**src/rtl/intack_pkg.sv**
```systemverilog
package intack_pkg;

    typedef enum logic [1:0] {
        ST_IDLE   = 2'd0,
        ST_FIRST  = 2'd1,
        ST_SECOND = 2'd2
    } ack_state_t;

    typedef enum logic [1:0] {
        CYC_NONE  = 2'd0,
        CYC_INTA1 = 2'd1,
        CYC_INTA2 = 2'd2
    } cyc_kind_t;

    localparam int KIND_W = $bits(cyc_kind_t);

    function automatic cyc_kind_t kind_of(input ack_state_t st);
        case (st)
            ST_FIRST:  return CYC_INTA1;
            ST_SECOND: return CYC_INTA2;
            default:   return CYC_NONE;
        endcase
    endfunction

    function automatic logic in_ack(input ack_state_t st);
        return (st == ST_FIRST) || (st == ST_SECOND);
    endfunction

endpackage

```
**src/rtl/intack_gate.sv**
```systemverilog
module intack_gate (
    input  logic irq_lvl,
    input  logic ien,
    input  logic insn_bnd,
    input  logic idle,
    output logic accept
);
    // A level request counts only when sampled at a boundary with the flag set.
    always_comb begin
        accept = idle && insn_bnd && ien && irq_lvl;
    end
endmodule

```
**src/rtl/intack_fsm.sv**
```systemverilog
module intack_fsm
    import intack_pkg::*;
(
    input  logic       clk,
    input  logic       rst,
    input  logic       accept,
    input  logic       bus_rdy,
    output ack_state_t state,
    output logic       last_done
);
    ack_state_t state_nx;

    always_comb begin
        state_nx = state;
        case (state)
            ST_IDLE:   if (accept)  state_nx = ST_FIRST;
            ST_FIRST:  if (bus_rdy) state_nx = ST_SECOND;
            ST_SECOND: if (bus_rdy) state_nx = ST_IDLE;
            default:                state_nx = ST_IDLE;
        endcase
    end

    always_comb begin
        last_done = (state == ST_SECOND) && bus_rdy;
    end

    always_ff @(posedge clk) begin
        if (rst) begin
            state <= ST_IDLE;
        end else begin
            state <= state_nx;
        end
    end
endmodule

```
**src/rtl/intack_vcap.sv**
```systemverilog
module intack_vcap #(
    parameter int VEC_W = 8
) (
    input  logic             clk,
    input  logic             rst,
    input  logic             cap,
    input  logic [VEC_W-1:0] din,
    output logic [VEC_W-1:0] vec_data,
    output logic             vec_valid
);
    always_ff @(posedge clk) begin
        if (rst) begin
            vec_data  <= '0;
            vec_valid <= 1'b0;
        end else begin
            vec_valid <= cap;
            if (cap) begin
                vec_data <= din;
            end
        end
    end
endmodule

```
**src/rtl/intack_seq.sv**
```systemverilog
module intack_seq
    import intack_pkg::*;
#(
    parameter int VEC_W = 8
) (
    input  logic                clk,
    input  logic                rst,
    input  logic                irq_lvl,
    input  logic                ien,
    input  logic                insn_bnd,
    input  logic                bus_rdy,
    input  logic [VEC_W-1:0]    bus_data,
    output logic                bus_req,
    output logic [KIND_W-1:0]   bus_kind,
    output logic                bus_lock,
    output logic                bus_nocache,
    output logic                vec_valid,
    output logic [VEC_W-1:0]    vec_data
);
    ack_state_t state;
    logic       accept;
    logic       last_done;
    logic       active;

    intack_gate u_gate (
        .irq_lvl  (irq_lvl),
        .ien      (ien),
        .insn_bnd (insn_bnd),
        .idle     (state == ST_IDLE),
        .accept   (accept)
    );

    intack_fsm u_fsm (
        .clk       (clk),
        .rst       (rst),
        .accept    (accept),
        .bus_rdy   (bus_rdy),
        .state     (state),
        .last_done (last_done)
    );

    intack_vcap #(.VEC_W(VEC_W)) u_vcap (
        .clk       (clk),
        .rst       (rst),
        .cap       (last_done),
        .din       (bus_data),
        .vec_data  (vec_data),
        .vec_valid (vec_valid)
    );

    always_comb begin
        active      = in_ack(state);
        bus_req     = active;
        bus_lock    = active;
        bus_nocache = active;
        bus_kind    = kind_of(state);
    end
endmodule

```
**config.mk**
```make
export PLATFORM = sky130hd
export DESIGN_NAME = intack_seq
export DESIGN_NICKNAME = d
export VERILOG_FILES = /design/src/rtl/intack_pkg.sv /design/src/rtl/intack_gate.sv /design/src/rtl/intack_fsm.sv /design/src/rtl/intack_vcap.sv /design/src/rtl/intack_seq.sv
export SDC_FILE = /design/constraint.sdc
export NUM_CORES = 1
export LEC_CHECK = 0
export BUFFER_PORTS_ARGS = -buffer_cell sky130_fd_sc_hd__clkbuf_2
export CAP_MARGIN = 20
export CORE_MARGIN = 8
export CORE_UTILIZATION = 30
export CTS_BUF_LIST = sky130_fd_sc_hd__clkbuf_8
export CTS_CLUSTER_DIAMETER = 30
export DETAILED_ROUTE_END_ITERATION = 6
export SLEW_MARGIN = 20
export SYNTH_ARGS = -nofsm -noshare
export SYNTH_HDL_FRONTEND = slang
export SYNTH_SLANG_ARGS = --single-unit
```
**constraint.sdc**
```tcl
create_clock -name clk -period 3 [get_ports clk]
set_input_delay 0.3 -clock clk [delete_from_list [all_inputs] [get_ports clk]]
set_output_delay 0.3 -clock clk [all_outputs]
set_load 0.005 [all_outputs]
```
### Yosys cells after proc, flatten, opt, wreduce, memory -nomap -nowiden

Index checks and enable logic that the tools add are counted.

| storage, ports and cells | value |
|---|---|
| register bits | 11 |
| latch bits | 0 |
| RAM bits | 0 |
| bits in read-only memories | 0 |
| input port bits | 14 |
| output and inout port bits | 14 |
| word-level logic and storage cells | 20 |
| memories | 0 |

| operators by class | value |
|---|---|
| $add $sub $neg | 0 |
| multiply operators | 0 |
| div/mod/pow operators | 0 |
| magnitude comparators | 0 |
| equal/unequal tests | 5 |
| shifts and indexed selects | 0 |
| multiplexer cells | 5 |
| bitwise gates (word level) | 0 |
| reduce and logical (&&, ||, !) cells | 7 |

Operator list:

| operator | number |
|---|---|
| 2-bit 2-to-1 mux | 3 |
| 2-bit inequality test (second input constant) | 3 |
| 2-bit one-hot mux with 3 select lines | 1 |
| 1-bit logical AND | 4 |
| 2-bit one-hot mux with 2 select lines | 1 |
| 3-bit AND reduction | 1 |
| 2-bit by 1-bit equality test with 1-bit output (second input constant) | 1 |
| 2-bit equality test (second input constant) | 1 |
| 2-bit zero test | 1 |
| 1-bit logical OR | 1 |

### Logic depth before layout (Yosys ltp)

| logic depth | value |
|---|---|
| depth in word-level cells | 6 |
| mapped depth | 6 |
| gate-level depth less buffers | 5 |

### Cells and area by module

Synthesis repeated with hierarchy kept, for this count alone.

| second synthesis, totals | value |
|---|---|
| cells, all modules | 45 |
| area, all modules | 464.2 um^2 |

Modules (own cells, without submodules):

| module | times used | cells each | area each (um^2) | sequential area each (um^2) |
|---|---|---|---|---|
| intack_vcap | 1 | 28 | 312.8 | 180.2 |
| intack_fsm | 1 | 9 | 82.6 | 40.0 |
| intack_seq | 1 | 7 | 60.1 | 0.0 |
| intack_gate | 1 | 1 | 8.8 | 0.0 |

### Worst setup path after synthesis

Ideal clock, no wire load.

| timing path | value |
|---|---|
| path kind | reg-to-reg |
| start | reg u_fsm.state[0] |
| end | reg u_fsm.state[0] |
| setup time | 72 ps |
| data arrival time | 1220 ps |
| data required time | 2928 ps |
| setup slack | 1709 ps |
| cell stages (with the launch flop) | 7 |
| path buffers | 1 |
| period minus slack after synthesis | 1291 ps |
| cells stage by stage | dfxtp_1 -> inv_1 -> ha_1 -> buf_6 -> nor2_4 -> a2bb2oi_2 -> mux2i_1 |

| between the ends | value |
|---|---|
| longest elaborated chain between the ends | 6 |

Ends and longest elaborated chain:

| item | line | RTL |
|---|---|---|
| start: declaration | intack_fsm.sv:8 | `output ack_state_t state,` |
| start signal: assignment | intack_fsm.sv:31 | `state <= state_nx;` |
| 2-bit zero test | intack_fsm.sv:15, intack_seq.sv:29 |  |
| 1-bit logical AND (3 in series) | intack_gate.sv:10 | `accept = idle && insn_bnd && ien && irq_lvl;` |
| 2-bit inequality test (no source line) | -- |  |
| 3-bit AND reduction (no source line) | -- |  |

Parallel ways exist; a longest one is shown, timed or not.
A chain may end at the register's enable or synchronous reset.

### Worst setup path after layout

| timing path | value |
|---|---|
| start | reg u_fsm.state[1] |
| end | out bus_nocache |

| between the ends | value |
|---|---|
| longest elaborated chain between the ends | 2 |

Ends and longest elaborated chain:

| item | line | RTL |
|---|---|---|
| 2-bit by 1-bit equality test with 1-bit output / 2-bit equality test (equally long branches) | intack_pkg.sv:26 | `return (st == ST_FIRST) \|\| (st == ST_SECOND);` |
| 1-bit logical OR * | intack_pkg.sv:26 |  |
| end: declaration | intack_seq.sv:16 | `output logic bus_nocache,` |

Mark *: on every way between the ends. The rest lies on a longest branch, timed or not.

==> impl_results.md <==
- Via count: 478
- Max-slew headroom: 0.738
- Non-Filler Instances: 110
- Outcome: finished clean
- Worst-skew pair later-pin latency: 0.24 ns
- Overall power: 0.475 mW
- Die Area: 3460 µm²
- Syn_nets: 80
- R2r setup slk: 1.56 ns
- Post-DRT Antenna Nets: 0
- Syn avg cell area: 9.18 µm²
- Clk_skew: 0.000792 ns
- Cells after Synth: 60
- Worst Path Arrival: 1.19 ns
- Syn Std Cell Area: 551 µm²
- Reg2reg end: u_fsm.state[1]$_SDFFE_PP0P_
- Initial drt markers: 9
- CTS Hold Buffers Added: 0
- TritonCTS Buffers: 3
- Ys flop type: dfxtp_1
- Final Max Slew Viols: 0
- Die Wd: 58.8 µm
- # diodes: 0
- Per-cell routed wire length: 11.7 µm
- GP Congestion: 0.717
- Crit start category: register
- Worst hold start: bus_data[7]
- Final #Nets: 106
- CP Max Fanout: 4
- WS Path Type: reg2out
- Via density: 4.35
- Max Fclk: 670 MHz
- CP max stage cell: dfxtp_1
- Initial antenna violation count: 0
- Synth cell count leaders: dfxtp_1, nand3_1, a21oi_1, nand2_1, ha_1
- Max incr delay on CP: 0.39 ns
- WL final: 1.29 mm
- Vias in the first global route: 489
- Placed cells: 106
- Layout fillers: 193
- Site Rows: 15
- Worst Tran Pin Value: 0.393 ns
- WP buf/inv: 2
- Setup WS pre-CTS: 1.56 ns
- Leak: 0.322 nW
- Area contributors post-synth: dfxtp_1, ha_1, nand3_1
- Clk sink count: 11
- Layout cells sized above 1: 0.388
- Root buf cell: clkbuf_8
- # IOs: 28
- Synth cell types: 16
- Min-Delay Endpoint: u_vcap.vec_data[7]$_SDFFE_PP0P_
- Endpoint class of the critical path: output pin
- Hold path cells: 3
- Tot GR Track Use: 0.0791
- IO Port Bufs: 27
- First-pass GRT wire length: 2.06 mm
- Power Dens Cells: 668 nW/µm²
- Area grow syn2layout: 29.1%
- Clock slew seen by the registers of the worst setup and hold paths: 0.05 ns
- Req. time, crit path: 2.70 ns
- Dpl hpwl: 1.02 mm
- Hold Crit Class: in2reg
- Unrepaired setup endpoints after global routing: false
- Synth area leader: dfxtp_1
- Setup TNS Final: 0 ns
- Count leader, synth: dfxtp_1
- Die H: 58.8 µm
- Drt first pass iters: 3
- Final Hold Fails: 0
- # DRC: 0
- Final period utilization: 0.497
- Count of final setup violators: 0
- Crit path cell chain: inv_1, ha_1, clkbuf_2
- FF+latch count, synth: 11
- Clk buf depth: 2
- R2r startpoint: u_fsm.state[0]$_SDFFE_PP0P_
- Grt ovf: 0
- Register area share after synthesis: 0.400
- Asr flop ratio synth: 0
- Core Footprint: 1730 µm²
- Starting Density: 0.319
- Postcts setup bufs: 0
- Max H-tree Level: 1
- Worst vdd ir: 0.249 mV
- Yosys top cell area share: 0.400
- CTS tree: done
- Crit path time final: 1.49 ns
- Worst Slack Setup Final: 1.51 ns
- Yosys warning count: 0
- Post-synth EDFFs: 0
- CP top delay family: flip-flops
- PostCTS Resize Cnt: 0
- Largest net degree at the start of global routing: 14
- R2R depth: 5
- # Max-Cap Violations: 0
==> cells in the final DEF (no fill, tap or decap) <==
cell / n
a21oi_1: 8
a2bb2oi_2: 1
clkbuf_2: 27
clkbuf_8: 3
dfxtp_1: 11
ha_1: 6
inv_1: 3
mux2i_1: 2
nand2_1: 8
nand2_2: 1
nand2b_1: 4
nand3_1: 9
nor2_1: 1
nor2_4: 1
==> per-stage QoR <==
| step | util | area [µm²] | hold slack (ns) |
|---|---|---|---|
| final | 0.412 | 711 | 0.294 |
| after detailed placement | 0.386 | 666 | 0.448 |
| after global routing | 0.412 | 711 | 0.305 |
| after CTS | 0.412 | 711 | 0.289 |
| after floorplan | - | 551 | 0.447 |
| after global placement | 0.386 | 666 | 0.443 |
==> layout make-up <==
cell class                 count  area (µm²)  share of cell area
multi-input combinational     41         272               0.382
sequential                    11         220               0.310
timing repair buffer          27         135               0.190
clock buffer                   3        41.3              0.0581
tap                           25        31.3              0.0440
inverter                       2        7.51              0.0106
clock inverter                 1        3.75             0.00528
==> kinds of logic (layout without fill, tap and decap cells) <==
group                    Yosys count  count (layout)  synth area share
adder cells (fa/ha/maj)            6               6             0.136
multiplexers                       2               2            0.0364
AND/OR/NAND/NOR                   24              24             0.220
flip-flops                        11              11             0.400
AO/OA/AOI/OAI                      9               9             0.100
buffers and inverters              8              33             0.107
==> worst max-delay path by stage <==
stage / from / to / slack (ns) / cells past startpoint
global route: u_fsm.state[1]$_SDFFE_PP0P_ / bus_nocache / 1.42 / 3
floorplan: u_fsm.state[0]$_SDFFE_PP0P_ / u_fsm.state[0]$_SDFFE_PP0P_ / 1.71 / 6
detailed placement: u_fsm.state[0]$_SDFFE_PP0P_ / u_fsm.state[0]$_SDFFE_PP0P_ / 1.56 / 5
global placement: u_fsm.state[0]$_SDFFE_PP0P_ / u_fsm.state[0]$_SDFFE_PP0P_ / 1.61 / 5
CTS: u_fsm.state[1]$_SDFFE_PP0P_ / bus_nocache / 1.50 / 3
finish: u_fsm.state[1]$_SDFFE_PP0P_ / bus_nocache / 1.51 / 3
==> routing by layer <==
metal  wire length, µm  up-vias  GRT usage
li1                  -      244          -
met1               589      206     0.0852
met2               483       25      0.103
met3               183        3     0.0565
met4                29        0     0.0614
met5                 0        -          0
==> registers in the layout (all words and copies together) (netlist names) <==
name and cells:
u_vcap.vec_data 8, u_vcap.vec_valid 1, u_fsm.state 2
==> where the power goes <==
group	total, mW	switching, mW	internal [mW]
sequential	0.171	0.0112	0.160
combinational	0.158	0.0813	0.0767
clock	0.145	0.0555	0.0898
total	0.475	0.148	0.327
==> worst register-to-register path, cell delays in order (launching register included) <==
cell and delay [ns]:
dfxtp_1 0.38, inv_1 0.11, ha_1 0.35, nor2_4 0.15
a2bb2oi_2 0.19, mux2i_1 0.19
(Power assumes the default switching activity.)
